### config.mk
export PLATFORM = sky130hd
export DESIGN_NAME = dual_cmp_ctrl
export DESIGN_NICKNAME = d
export VERILOG_FILES = /design/src/rtl/cmpu_pkg.sv /design/src/rtl/cmpu_sync.sv /design/src/rtl/cmpu_settle.sv /design/src/rtl/cmpu_channel.sv /design/src/rtl/dual_cmp_ctrl.sv
export SDC_FILE = /design/constraint.sdc
export NUM_CORES = 1
export LEC_CHECK = 0
export ABC_AREA = 1
export CORE_MARGIN = 5
export CORE_UTILIZATION = 63
export CTS_CLUSTER_DIAMETER = 200
export DETAILED_ROUTE_END_ITERATION = 8
export DONT_BUFFER_PORTS = 1
export GPL_TIMING_DRIVEN = 1
export PLACE_DENSITY = 0.85
export SETUP_SLACK_MARGIN = 0.15
export SLEW_MARGIN = 10
export SYNTH_ARGS = -nofsm -noshare
export SYNTH_HDL_FRONTEND = slang
export SYNTH_HIERARCHICAL = 1
export SYNTH_SLANG_ARGS = --single-unit
export TNS_END_PERCENT = 100
### constraint.sdc
create_clock -name clk_i -period 1.9 [get_ports clk_i]
set_input_delay 0.38 -clock clk_i [delete_from_list [all_inputs] [get_ports clk_i]]
set_output_delay 0.38 -clock clk_i [all_outputs]
set_load 0.01 [all_outputs]
### src/rtl/cmpu_pkg.sv
package cmpu_pkg;
  localparam int REG_W = 8;
  // bit positions decoded by software
  localparam int FLAG_B = 0;
  localparam int RES_B  = 1;
  localparam int OE_B   = 2;
  localparam int NEG_B  = 3;
  localparam int POS_B  = 4;
  localparam int EN_B   = 5;

  typedef struct packed {
    logic en;
    logic pos_sel;
    logic neg_sel;
    logic oe;
  } cmp_cfg_t;
endpackage

### src/rtl/cmpu_sync.sv
module cmpu_sync #(
  parameter int STAGES = 2
) (
  input  logic clk_i,
  input  logic rst_ni,
  input  logic d_i,
  output logic q_o
);
  logic [STAGES-1:0] chain_q;

  always_ff @(posedge clk_i or negedge rst_ni) begin
    if (!rst_ni) chain_q <= '0;
    else         chain_q <= {chain_q[STAGES-2:0], d_i};
  end

  assign q_o = chain_q[STAGES-1];
endmodule

### src/rtl/cmpu_settle.sv
module cmpu_settle #(
  parameter int CYCLES = 1000
) (
  input  logic clk_i,
  input  logic rst_ni,
  input  logic en_i,
  output logic armed_o
);
  localparam int CW = (CYCLES < 1) ? 1 : $clog2(CYCLES + 1);
  localparam logic [CW-1:0] LOAD = CW'(CYCLES);

  logic [CW-1:0] cnt_q;

  // reload while disabled, count down once enabled
  always_ff @(posedge clk_i or negedge rst_ni) begin
    if (!rst_ni)              cnt_q <= LOAD;
    else if (!en_i)           cnt_q <= LOAD;
    else if (cnt_q != '0)     cnt_q <= cnt_q - 1'b1;
  end

  assign armed_o = en_i && (cnt_q == '0);


  generate
    if (CYCLES > 0) begin : g_chk
      settle_block_chk: assert property (@(posedge clk_i) disable iff (!rst_ni)
        (!en_i ##1 en_i) |-> !armed_o);
    end
  endgenerate
endmodule

### src/rtl/cmpu_channel.sv
module cmpu_channel
  import cmpu_pkg::*;
#(
  parameter int SETTLE_CYC  = 1000,
  parameter int SYNC_STAGES = 2
) (
  input  logic             clk_i,
  input  logic             rst_ni,
  input  logic             wr_i,
  input  logic [REG_W-1:0] wdata_i,
  output logic [REG_W-1:0] rdata_o,
  input  logic             raw_i,
  output logic             ena_o,
  output logic             pos_sel_o,
  output logic             neg_sel_o,
  output logic             pin_o,
  output logic             flag_o
);
  cmp_cfg_t cfg_q;
  logic     res_s, hist_q, flag_q, armed, set_flag, clr_flag;
  logic     unused_wbits;

  assign unused_wbits = ^{wdata_i[REG_W-1:EN_B+1], wdata_i[RES_B]};

  always_ff @(posedge clk_i or negedge rst_ni) begin
    if (!rst_ni) cfg_q <= '0;
    else if (wr_i) begin
      cfg_q.en      <= wdata_i[EN_B];
      cfg_q.pos_sel <= wdata_i[POS_B];
      cfg_q.neg_sel <= wdata_i[NEG_B];
      cfg_q.oe      <= wdata_i[OE_B];
    end
  end

  cmpu_sync #(.STAGES(SYNC_STAGES)) u_sync (
    .clk_i (clk_i),
    .rst_ni(rst_ni),
    .d_i   (raw_i),
    .q_o   (res_s)
  );

  cmpu_settle #(.CYCLES(SETTLE_CYC)) u_settle (
    .clk_i  (clk_i),
    .rst_ni (rst_ni),
    .en_i   (cfg_q.en),
    .armed_o(armed)
  );

  // history always follows result, so suppressed changes are absorbed
  always_ff @(posedge clk_i or negedge rst_ni) begin
    if (!rst_ni) hist_q <= 1'b0;
    else         hist_q <= res_s;
  end

  assign set_flag = armed && (res_s != hist_q);
  assign clr_flag = wr_i && !wdata_i[FLAG_B];

  always_ff @(posedge clk_i or negedge rst_ni) begin
    if (!rst_ni)       flag_q <= 1'b0;
    else if (set_flag) flag_q <= 1'b1;   // set beats clear
    else if (clr_flag) flag_q <= 1'b0;
  end

  always_comb begin
    rdata_o         = '0;
    rdata_o[FLAG_B] = flag_q;
    rdata_o[RES_B]  = res_s;
    rdata_o[OE_B]   = cfg_q.oe;
    rdata_o[NEG_B]  = cfg_q.neg_sel;
    rdata_o[POS_B]  = cfg_q.pos_sel;
    rdata_o[EN_B]   = cfg_q.en;
  end

  assign ena_o     = cfg_q.en;
  assign pos_sel_o = cfg_q.pos_sel;
  assign neg_sel_o = cfg_q.neg_sel;
  assign pin_o     = raw_i && cfg_q.en && cfg_q.oe;
  assign flag_o    = flag_q;


  cfg_load_chk: assert property (@(posedge clk_i) disable iff (!rst_ni)
    wr_i |=> (ena_o == $past(wdata_i[EN_B])) && (pos_sel_o == $past(wdata_i[POS_B])));


  flag_hold_chk: assert property (@(posedge clk_i) disable iff (!rst_ni)
    (flag_q && !clr_flag) |=> flag_q);


  flag_quiet_chk: assert property (@(posedge clk_i) disable iff (!rst_ni)
    (!armed && !flag_q) |=> !flag_q);


  set_wins_chk: assert property (@(posedge clk_i) disable iff (!rst_ni)
    (set_flag && clr_flag) |=> flag_q);
endmodule

### src/rtl/dual_cmp_ctrl.sv
module dual_cmp_ctrl
  import cmpu_pkg::*;
#(
  parameter int ADDR_W      = 4,
  parameter int BASE_ADDR   = 12,
  parameter int N_CH        = 2,
  parameter int SETTLE_CYC  = 1000,
  parameter int SYNC_STAGES = 2
) (
  input  logic              clk_i,
  input  logic              rst_ni,
  input  logic [ADDR_W-1:0] addr_i,
  input  logic              we_i,
  input  logic [REG_W-1:0]  wdata_i,
  output logic [REG_W-1:0]  rdata_o,
  input  logic              irq_en_i,
  input  logic [N_CH-1:0]   cmp_raw_i,
  output logic [N_CH-1:0]   ena_o,
  output logic [N_CH-1:0]   pos_sel_o,
  output logic [N_CH-1:0]   neg_sel_o,
  output logic [N_CH-1:0]   pin_o,
  output logic              irq_o
);
  logic [N_CH-1:0]  hit, flags;
  logic [REG_W-1:0] ch_rd [N_CH];
  logic             irq_q;

  generate
    for (genvar i = 0; i < N_CH; i++) begin : g_ch
      localparam logic [ADDR_W-1:0] CH_ADDR = ADDR_W'(BASE_ADDR + i);
      assign hit[i] = (addr_i == CH_ADDR);

      cmpu_channel #(
        .SETTLE_CYC (SETTLE_CYC),
        .SYNC_STAGES(SYNC_STAGES)
      ) u_ch (
        .clk_i    (clk_i),
        .rst_ni   (rst_ni),
        .wr_i     (we_i && hit[i]),
        .wdata_i  (wdata_i),
        .rdata_o  (ch_rd[i]),
        .raw_i    (cmp_raw_i[i]),
        .ena_o    (ena_o[i]),
        .pos_sel_o(pos_sel_o[i]),
        .neg_sel_o(neg_sel_o[i]),
        .pin_o    (pin_o[i]),
        .flag_o   (flags[i])
      );
    end
  endgenerate

  always_comb begin
    rdata_o = '0;
    for (int i = 0; i < N_CH; i++)
      if (hit[i]) rdata_o = rdata_o | ch_rd[i];
  end

  always_ff @(posedge clk_i or negedge rst_ni) begin
    if (!rst_ni) irq_q <= 1'b0;
    else         irq_q <= irq_en_i && (|flags);
  end

  assign irq_o = irq_q;


  irq_gate_chk: assert property (@(posedge clk_i) disable iff (!rst_ni)
    (irq_en_i && (|flags)) |=> irq_o);


  rsvd_zero_chk: assert property (@(posedge clk_i) disable iff (!rst_ni)
    rdata_o[REG_W-1:EN_B+1] == '0);
endmodule

==> flow_metrics.env, run 1 <==
export IMPL_status="completed"
export IMPL_layout_common_cells="74 x nand2_1, 40 x nand3_1, 35 x inv_1"
export IMPL_synth_fa_ha_area_frac=0.0116
export IMPL_hold_viol_final=0
export IMPL_tns_ns=0
export IMPL_cts_root_buf="clkbuf_4"
export IMPL_clock_sinks=37
export IMPL_synth_top_area_share=0.289
export IMPL_drc=0
export IMPL_first_pass_iters=4
export IMPL_multi_input_area_um2=960
export IMPL_ios=35
export IMPL_finalSetupViolCount=0
export IMPL_avgSynthCellArea_um2=8.05
export IMPL_syn_inst=269
export IMPL_layout_cells_most_common="nand2_1"
export IMPL_synth_compound_area_share=0.0439
export IMPL_grt_max_degree=38
export IMPL_rsz0062_at_grt="no"
export IMPL_cts_tree="built"
export IMPL_ys_ff_latch=37
export IMPL_grt_usage=0.184
export IMPL_yosys_area_top_type="dfrtp_1"
export IMPL_critPathCaptureType="flip-flop"
export IMPL_grt_ovfl_total=0
export IMPL_synthArstFlopShare=1.00
export IMPL_fp_row_count=21
export IMPL_hold_class="primary input to flip-flop"
export IMPL_wl_um=3730
export IMPL_yosys_area_share_simple=0.381
export IMPL_irDropWorstVdd_mv=0.553
export IMPL_leakagePower_nw=1.24
export IMPL_place_hpwl_um=2770
export IMPL_gp_congestion=0.761
export IMPL_clock_path_buffers=2
export IMPL_fmax_mhz=656
export IMPL_drtAntennaViolNets=0
export IMPL_grt_pass1_wl_um=6440
export IMPL_wl_per_cell_um=12.0
export IMPL_seqCellArea_um2=941
export IMPL_r2r_start="g_ch[1].u_ch/u_settle/cnt_q[0]"
export IMPL_startpoint_type="flip-flop"
export IMPL_grt_pass1_vias=1474
export IMPL_yosysUniqueCellTypes=27
export IMPL_min_period_ns=1.52
export IMPL_syn_cell_area_mm2=0.00217
export IMPL_synthMuxAreaShare=0
export IMPL_num_vias=1602
export IMPL_synth_xor_area_share=0
export IMPL_cp_arrival_ns=1.82
export IMPL_p_per_area_mw_per_mm2=889
export IMPL_synth_edff_count=0
export IMPL_final_util=0.663
export IMPL_vias_per_cell=5.13
export IMPL_clock_latency_ns=0.34
export IMPL_cts_buffers_inserted=5
export IMPL_htreeDepth=2
export IMPL_dr_first_iter_drc_count=71
export IMPL_die_w_um=68.6
export IMPL_drv_cap=0
export IMPL_start_util=0.649
export IMPL_drive_gt1_frac=0.199
export IMPL_antenna_found_initial=0
export IMPL_ys_seq_area_frac=0.434
export IMPL_critPathMaxFanout=6
export IMPL_slew_viol_final=0
export IMPL_ys_flop_type="dfrtp_1"
export IMPL_fillers=295
export IMPL_fin_worst_skew_ns=0.0119
export IMPL_nets=285
export IMPL_cp_required_ns=2.19
export IMPL_ys_warn_count=6
export IMPL_syn_to_final_growth_pct=2.14
export IMPL_antenna_cells=0
export IMPL_port_buffers=0
export IMPL_post_route_period_util=0.802
export IMPL_synth_top_family_by_area="simple AND/OR/NAND/NOR gates"
export IMPL_min_from="cmp_raw_i[1]"
export IMPL_path_clk_slew_ns=0.11
export IMPL_synth_area_leaders="dfrtp_1 29%, dfstp_2 15%, nand2_1 13%"
export IMPL_core_mm2=0.00334
export IMPL_cp_startpoint="g_ch[1].u_ch/u_settle/cnt_q[0]"
export IMPL_die_area_mm2=0.00471
export IMPL_crit_type="flip-flop to flip-flop"
export IMPL_die_y_um=68.6
==> cells in the mapped netlist (3+ instances only) <==
library cell,number
nand2_4,4
nor2_4,4
dfrtp_1,25
nand2_1,74
inv_1,35
nand3b_1,4
buf_4,14
nand3_1,40
nand4_1,6
o21ai_0,4
nor2_2,4
nand2_2,3
nor2_1,12
o21ai_2,6
inv_2,3
dfstp_2,12
==> flip-flops by register name (all words and copies together), names as in the netlist <==
| register | cells |
|---|---|
| g_ch.u_ch/flag_o | 2 |
| g_ch.u_ch/neg_sel_o | 2 |
| g_ch.u_ch/pos_sel_o | 2 |
| g_ch.u_ch/u_settle/cnt_q | 20 |
| g_ch.u_ch/ena_o | 2 |
| g_ch.u_ch/u_sync/chain_q | 4 |
| irq_o | 1 |
| g_ch.u_ch/hist_q | 2 |
| g_ch.u_ch/rdata_o | 2 |
==> layer usage <==
metal,wire [um],track usage,share of wire
met1,1680,0.234,0.45
met5,0,0,0
met4,59,0.0819,0.016
met3,154,0.0535,0.041
met2,1840,0.288,0.49
==> kinds of logic (layout without fill, tap and decap cells) <==
family,Yosys count,in the layout
buffers and inverters,56,51
other,2,4
AOI/OAI and AO/OA,13,13
DFF,37,37
adders and majority gates,2,2
and+or+nand+nor,159,159
==> per-stage QoR <==
stage | area, um2 | power [W] | setup WS, ns | std cells | hold slack [ns]
finish | 2210 | 0.00197 | 0.375 | 312 | 0.0546
global route | 2210 | 0.00211 | 0.218 | 312 | 0.0204
CTS | 2210 | 0.00199 | 0.372 | 312 | 0.0406
detailed placement | 2120 | 0.00153 | 0.406 | 302 | 0.0861
global placement | 2120 | 0.00151 | 0.435 | 302 | 0.0862
floorplan | 2170 | 0.00148 | 0.565 | 271 | 0.0844
==> worst paths after layout <==
path	slack, ns	end	depth (start not counted)
max	0.38	g_ch[1].u_ch/flag_o	8
min	0.05	g_ch[1].u_ch/u_sync/chain_q[0]	0
max reg2reg	0.38	g_ch[1].u_ch/flag_o	8
min reg2reg	0.36	g_ch[1].u_ch/u_sync/chain_q[1]	0
max in group asynchronous	1.15	g_ch[0].u_ch/u_settle/cnt_q[5]	2
min in group asynchronous	0.48	g_ch[1].u_ch/u_settle/cnt_q[0]	2
==> area by class of cell <==
cell class,count,area share
Clock inverter,2,0.00396
Clock buffer,6,0.0232
Multi-Input combinational cell,178,0.434
Inverter,39,0.0673
Sequential cell,37,0.425
Timing Repair Buffer,4,0.0204
Tap cell,46,0.0260
==> report_power, final <==
group          internal, W  switching [W]  leakage, nW
registers         0.000914       0.000124        0.439
logic             0.000178       0.000321        0.761
clock network     0.000174       0.000257       0.0357
total              0.00127       0.000701         1.24
==> critical path, cell delays in order, from the launching register on <==
cell,delay [ns]
dfrtp_1,0.38
inv_1,0.16
ha_1,0.35
nand2_4,0.11
nor2_8,0.16
nand3_4,0.12
inv_1,0.08
nand3_1,0.07
nand2_1,0.06
==> what timing repair did <==
action                                 4_1_cts  5_1_grt
buffers inserted                             0        0
endpoints found under the hold margin       37        0
gates resized for setup                      0        0
hold buffers                                 2        0
No activity file was read; power rests on OpenSTA's default activity.
==> inputs of run 2 (changes only) <==
--- a/config.mk
+++ b/config.mk
@@ -5,14 +5,14 @@
 export SDC_FILE = /design/constraint.sdc
 export NUM_CORES = 1
 export LEC_CHECK = 0
-export ABC_AREA = 1
+export ABC_AREA = 0
 export CORE_MARGIN = 5
-export CORE_UTILIZATION = 63
+export CORE_UTILIZATION = 56
 export CTS_CLUSTER_DIAMETER = 200
 export DETAILED_ROUTE_END_ITERATION = 8
 export DONT_BUFFER_PORTS = 1
 export GPL_TIMING_DRIVEN = 1
-export PLACE_DENSITY = 0.85
+export PLACE_DENSITY = 0.8
 export SETUP_SLACK_MARGIN = 0.15
 export SLEW_MARGIN = 10
 export SYNTH_ARGS = -nofsm -noshare
==> constraint.sdc (replaced) <==
create_clock -name clk_i -period 1.4 [get_ports clk_i]
set_input_delay 0.28 -clock clk_i [delete_from_list [all_inputs] [get_ports clk_i]]
set_output_delay 0.28 -clock clk_i [all_outputs]
set_load 0.01 [all_outputs]
==> run 2 against run 1 <==
  * The flow now finishes with violations (negative setup slack)
  * First-iteration DRC count increased by 85%
  * Critical path type unchanged
  * Fmax is 23% lower
  * Sequential cell count stayed put
==> flow_metrics.env, run 2 <==
export IMPL_violations="negative setup slack"
export IMPL_synth_area_leaders="dfrtp_1 31%, dfstp_2 16%, buf_4 5.3%"
export IMPL_grt_ovfl_total=0
export IMPL_synth_top_area_share=0.315
export IMPL_synth_edff_count=0
export IMPL_fin_area_mm2=0.00276
export IMPL_cpPeakStageDelay_ns=0.51
export IMPL_grt_pass1_vias=1660
export IMPL_grt_pass1_wl_um=8220
export IMPL_ys_ff_latch=37
export IMPL_ys_flop_type="dfrtp_1"
export IMPL_syn_to_final_growth_pct=38.6
export IMPL_critPathCaptureType="flip-flop"
export IMPL_drtAntennaViolNets=0
export IMPL_cp_arrival_ns=2.25
export IMPL_biggestRegsByFlops="g_ch.u_ch/u_settle/cnt_q (20), g_ch.u_ch/u_sync/chain_q (4)"
export IMPL_htreeDepth=2
export IMPL_ios=35
export IMPL_num_vias=1640
export IMPL_crit_family="simple AND/OR/NAND/NOR gates"
export IMPL_slew_viol_final=0
export IMPL_cts_root_buf="clkbuf_4"
export IMPL_clock_latency_ns=0.34
export IMPL_irDropWorstVdd_mv=0.894
export IMPL_layout_common_cells="36 x buf_4, 21 x dfrtp_1, 14 x buf_6"
export IMPL_nets=247
export IMPL_dp_slack_ns=-0.457
export IMPL_leakagePower_nw=1.12
export IMPL_startpoint_type="flip-flop"
export IMPL_cts_buffers_inserted=5
export IMPL_cts_tree="built"
export IMPL_port_buffers=0
export IMPL_wl_um=5780
export IMPL_fp_row_count=21
export IMPL_crit_slowest_cell="or4b_4"
export IMPL_finalSetupViolCount=22
export IMPL_antenna_found_initial=0
export IMPL_syn_cell_area_mm2=0.00199
export IMPL_drv_cap=0
export IMPL_setup_ws_ns=-0.569
export IMPL_dpl_cell_area_mm2=0.00215
export IMPL_min_period_ns=1.97
export IMPL_start_util=0.587
export IMPL_path_clk_slew_ns=0.11
export IMPL_grt_max_degree=38
export IMPL_die_area_mm2=0.00484
export IMPL_clock_path_buffers=2
export IMPL_status="complete, but fails checks"
export IMPL_ys_seq_area_frac=0.473
export IMPL_ys_warn_count=6
export IMPL_hold_ws_ns=0.0446
export IMPL_hold_viol_final=0
export IMPL_critPathMaxFanout=4
export IMPL_rsz0062_at_grt="yes"
export IMPL_drive_gt1_frac=0.588
export IMPL_die_y_um=69.6
export IMPL_tns_ns=-8.72
export IMPL_cp_num_buf_inv=2
export IMPL_yosysUniqueCellTypes=38
export IMPL_largest_register="g_ch.u_ch/u_settle/cnt_q"
export IMPL_yosysMostFrequentCell="dfrtp_1"
export IMPL_die_w_um=69.6
export IMPL_fin_worst_skew_ns=0.00636
export IMPL_largest_register_ffs=20
export IMPL_clock_sinks=37
export IMPL_syn_inst=183
export IMPL_fmax_mhz=508
export IMPL_fillers=170
export IMPL_vias_per_cell=5.99
export IMPL_cp_required_ns=1.69
export IMPL_first_pass_iters=4
export IMPL_crit_type="flip-flop to flip-flop"
export IMPL_hold_class="primary input to flip-flop"
export IMPL_synth_common_cells="25 x dfrtp_1, 14 x buf_4, 14 x nor2_1"
export IMPL_avgSynthCellArea_um2=10.9
export IMPL_core_mm2=0.00339
export IMPL_crit_path_cell_trace="inv_1 -> ha_4 -> or4b_4 -> nor3_4 -> buf_6 -> xnor2_1 -> and2_1"
export IMPL_antenna_cells=0
export IMPL_gp_congestion=0.897
export IMPL_wl_per_cell_um=21.1
export IMPL_dr_first_iter_drc_count=131
export IMPL_finalPower_w=0.00365
export IMPL_synthArstFlopShare=1.00
export IMPL_drc=0
export IMPL_place_hpwl_um=3020
export IMPL_grt_usage=0.216
export IMPL_layout_cells_most_common="buf_4"
export IMPL_post_route_period_util=1.41
export IMPL_p_per_area_mw_per_mm2=1320
export IMPL_yosys_area_top_type="dfrtp_1"
run 2: changes by cell type after synthesis, moves of 5 or more:
cell and change:
nand3_1 -35, nand4_1 -6, inv_1 -31, nand2_1 -66, nor3_1 +5, mux2_2 +8, or4_1 +6, o21ai_2 -6
mux2i_1 +10
run 2: through the flow:
stage                     cells  utilization
after floorplan             185            -
after global placement      237        0.635
after detailed placement    237        0.635
after CTS                   262        0.755
after global routing        274        0.813
final                       274        0.813
run 2: path summary, 6_finish.rpt:
kind                                                startpoint                              to  slack, ns  cells after the start
worst max register to register  g_ch[1].u_ch/u_settle/cnt_q[0]  g_ch[1].u_ch/u_settle/cnt_q[0]      -0.57                      7
min in group asynchronous                               rst_ni  g_ch[1].u_ch/u_settle/cnt_q[4]       0.38                      2
max in group asynchronous                               rst_ni  g_ch[0].u_ch/u_settle/cnt_q[9]       0.76                      2
worst min-delay path                                  irq_en_i                           irq_o       0.04                      1
worst min register to register  g_ch[0].u_ch/u_sync/chain_q[0]  g_ch[0].u_ch/u_sync/chain_q[1]       0.36                      0
worst max-delay path            g_ch[1].u_ch/u_settle/cnt_q[0]  g_ch[1].u_ch/u_settle/cnt_q[0]      -0.57                      7
run 2: final cells by class:
class | instances | area (um2) | share of cell area
multi-input cells | 125 | 1210 | 0.439
flip-flops and latches | 37 | 946 | 0.343
repair buffers | 54 | 478 | 0.173
well taps | 46 | 57.6 | 0.0209
clock buffers | 8 | 48.8 | 0.0177
inverters | 4 | 15.0 | 0.00545
run 2: kinds of logic after synthesis:
kind of cell,Yosys count,synth area share
buffers and inverters,23,0.0749
AO/OA/AOI/OAI,25,0.0894
other,2,0.00378
multiplexers,18,0.0957
adder cells (fa/ha/maj),2,0.0126
AND/OR/NAND/NOR,70,0.224
XOR/XNOR,6,0.0264
flip-flops,37,0.473
run 2: worst reg2reg max path, delay by kind of cell (launching register included):
kind / cells / cell delay [ns]
buf+inv: 2 / 0.27
fa+ha+maj: 1 / 0.14
xor+xnor: 1 / 0.14
flops: 1 / 0.44
simple gates: 3 / 0.93
run 2: power breakdown:
part | internal [W] | switching [W] | leakage [nW]
registers | 0.00126 | 0.000206 | 0.437
logic | 0.000886 | 0.000754 | 0.661
clock network | 0.000200 | 0.000338 | 0.0265
run 2: metal layers:
metal / routed length (um) / global-route usage
met5: 0 / 0
met4: 159 / 0.115
met3: 284 / 0.0464
met2: 3370 / 0.395
met1: 1970 / 0.229
run 2: what timing repair did:
action | in CTS | in global routing
hold buffers | 4 | 0
endpoints found under the setup margin | 31 | 31
pin swaps | 19 | 15
setup buffers | 13 | 12
gates resized for setup | 49 | 25
endpoints found under the hold margin | 39 | 0
==> inputs of run 3 (changes only) <==
--- a/config.mk
+++ b/config.mk
@@ -14,6 +14,7 @@
 export GPL_TIMING_DRIVEN = 1
 export PLACE_DENSITY = 0.8
 export SETUP_SLACK_MARGIN = 0.15
+export SKIP_LAST_GASP = 1
 export SLEW_MARGIN = 10
 export SYNTH_ARGS = -nofsm -noshare
 export SYNTH_HDL_FRONTEND = slang
==> run 3 against run 2 <==
  * The run still ends with negative setup slack left
  * Sequential power about the same
  * Global-route usage decreased by 0.092 points
  * Highest routed layer unchanged
  * Core utilization fell by 1.5 points
  * Critical path type unchanged
  * Sequential cell count unchanged
  * Combinational power decreased by 7%
  * Count of clock-buffer cells in the layout is the same
  * First-iteration DRC count is 34% lower
==> flow_metrics.env, run 3 (synthesis results as in run 2) <==
export IMPL_clock_latency_ns=0.34
export IMPL_fmax_mhz=530
export IMPL_grt_ovfl_total=0
export IMPL_cp_startpoint="g_ch[1].u_ch/u_settle/cnt_q[0]"
export IMPL_setup_ws_ns=-0.488
export IMPL_wl_per_cell_um=19.6
export IMPL_final_util=0.798
export IMPL_antenna_found_initial=0
export IMPL_crit_type="flip-flop to flip-flop"
export IMPL_leakagePower_nw=1.10
export IMPL_rsz0062_at_grt="yes"
export IMPL_min_from="irq_en_i"
export IMPL_hold_viol_final=0
export IMPL_core_mm2=0.00339
export IMPL_layout_cells_most_common="buf_4"
export IMPL_cts_buffers_inserted=5
export IMPL_comb_power_share=0.432
export IMPL_post_route_period_util=1.35
export IMPL_largest_register="g_ch.u_ch/u_settle/cnt_q"
export IMPL_clock_path_buffers=2
export IMPL_cp_arrival_ns=2.13
export IMPL_startpoint_type="flip-flop"
export IMPL_min_period_ns=1.89
export IMPL_die_area_mm2=0.00484
export IMPL_gp_congestion=0.897
export IMPL_nets=244
export IMPL_wl_um=5300
export IMPL_start_util=0.587
export IMPL_seqPwrFrac=0.414
export IMPL_ios=35
export IMPL_vias_per_cell=5.88
export IMPL_port_buffers=0
export IMPL_die_w_um=69.6
export IMPL_largest_register_ffs=20
export IMPL_slew_viol_final=0
export IMPL_drive_gt1_frac=0.573
export IMPL_grt_pass1_vias=1617
export IMPL_drtAntennaViolNets=0
export IMPL_dr_first_iter_drc_count=86
export IMPL_antenna_cells=0
export IMPL_status="complete, but fails checks"
export IMPL_grt_max_degree=38
export IMPL_drc=0
export IMPL_p_per_area_mw_per_mm2=1310
export IMPL_violations="negative setup slack"
export IMPL_cts_root_buf="clkbuf_4"
export IMPL_fin_area_mm2=0.00270
export IMPL_syn_to_final_growth_pct=36.0
export IMPL_r2r_start="g_ch[1].u_ch/u_settle/cnt_q[0]"
export IMPL_grt_pass1_wl_um=8200
export IMPL_hold_class="primary input to flip-flop"
export IMPL_layout_common_cells="35 x buf_4, 21 x dfrtp_1, 12 x dfstp_2, 12 x buf_6"
export IMPL_p_sw_frac=0.350
export IMPL_place_hpwl_um=3020
export IMPL_p_int_w=0.00230
export IMPL_clock_sinks=37
export IMPL_drv_cap=0
export IMPL_cts_tree="built"
export IMPL_irDropWorstVdd_mv=0.811
export IMPL_num_vias=1593
export IMPL_p_clk_frac=0.154
export IMPL_die_y_um=69.6
export IMPL_dpl_cell_area_mm2=0.00215
export IMPL_finalSetupViolCount=22
export IMPL_grt_usage=0.215
export IMPL_path_clk_slew_ns=0.11
export IMPL_cp_required_ns=1.64
export IMPL_biggestRegsByFlops="g_ch.u_ch/u_settle/cnt_q (20), g_ch.u_ch/u_sync/chain_q (4)"
export IMPL_htreeDepth=2
export IMPL_fin_worst_skew_ns=0.00848
export IMPL_critPathCaptureType="flip-flop"
export IMPL_critPathMaxFanout=4
export IMPL_first_pass_iters=4
export IMPL_p_switching_w=0.00124
export IMPL_fp_row_count=21
==> run 3: path summary, 6_finish.rpt <==
check	depth (start not counted)	slack, ns	endpoint
max in group asynchronous	2	0.76	g_ch[0].u_ch/u_settle/cnt_q[9]
setup reg to reg	7	-0.49	g_ch[1].u_ch/u_settle/cnt_q[1]
setup / recovery	7	-0.49	g_ch[1].u_ch/u_settle/cnt_q[1]
hold / removal	1	0.04	irq_o
min in group asynchronous	2	0.38	g_ch[1].u_ch/u_settle/cnt_q[4]
hold reg to reg	0	0.37	g_ch[0].u_ch/u_sync/chain_q[1]
==> run 3: repair_timing <==
action | in CTS | in global routing
endpoints found under the hold margin | 39 | 0
buffers inserted | 13 | 9
gates resized for setup | 46 | 23
pin swaps | 16 | 14
gates cloned | 0 | 0
setup endpoints to repair | 31 | 31
hold buffers | 4 | 0
==> run 3: layout make-up <==
| class | instances | area (um2) |
|---|---|---|
| Sequential cell | 37 | 946 |
| Clock buffer | 8 | 48.8 |
| Fill cell | 186 | 686 |
| Multi-Input combinational cell | 125 | 1190 |
| Tap cell | 46 | 57.6 |
| Timing Repair Buffer | 51 | 448 |
| Inverter | 4 | 15.0 |
==> run 3: power groups by stage <==
stage | Combinational [W] | Sequential, W | Clock (W)
6_report | 0.00153 | 0.00146 | 0.000544
5_1_grt | 0.00163 | 0.00148 | 0.000594
4_1_cts | 0.00131 | 0.00144 | 0.000543
3_5_place_dp | 0.000942 | 0.00146 | 0
3_3_place_gp | 0.000895 | 0.00144 | 0
2_1_floorplan | 0.000667 | 0.00146 | 0
==> run 3: layer usage <==
metal / track usage / share of wire / wire [um]
met5: 0 / 0 / 0
met4: 0.0889 / 0.034 / 180
met3: 0.0536 / 0.039 / 206
met2: 0.396 / 0.55 / 2910
met1: 0.232 / 0.38 / 2000
==> run 3: metrics by stage <==
step	setup TNS [ns]	total power, W	hold WS (ns)	setup WS [ns]	instances
6_report	-7.92	0.00353	0.0421	-0.488	271
5_1_grt	-9.16	0.00371	0.0275	-0.536	271
4_1_cts	-7.10	0.00329	0.0509	-0.439	262
3_5_place_dp	-7.71	0.00241	-0.0139	-0.457	237
3_3_place_gp	-6.30	0.00234	-0.0142	-0.407	237
2_1_floorplan	-6.08	0.00213	-0.0156	-0.392	185
==> run 3: critical path: stages, from the launching register on <==
cell and delay [ns]:
dfrtp_1 0.44, inv_1 0.08, ha_2 0.18, or4b_4 0.53
nor3_4 0.21, buf_6 0.15, nor2_1 0.04, o21a_1 0.16
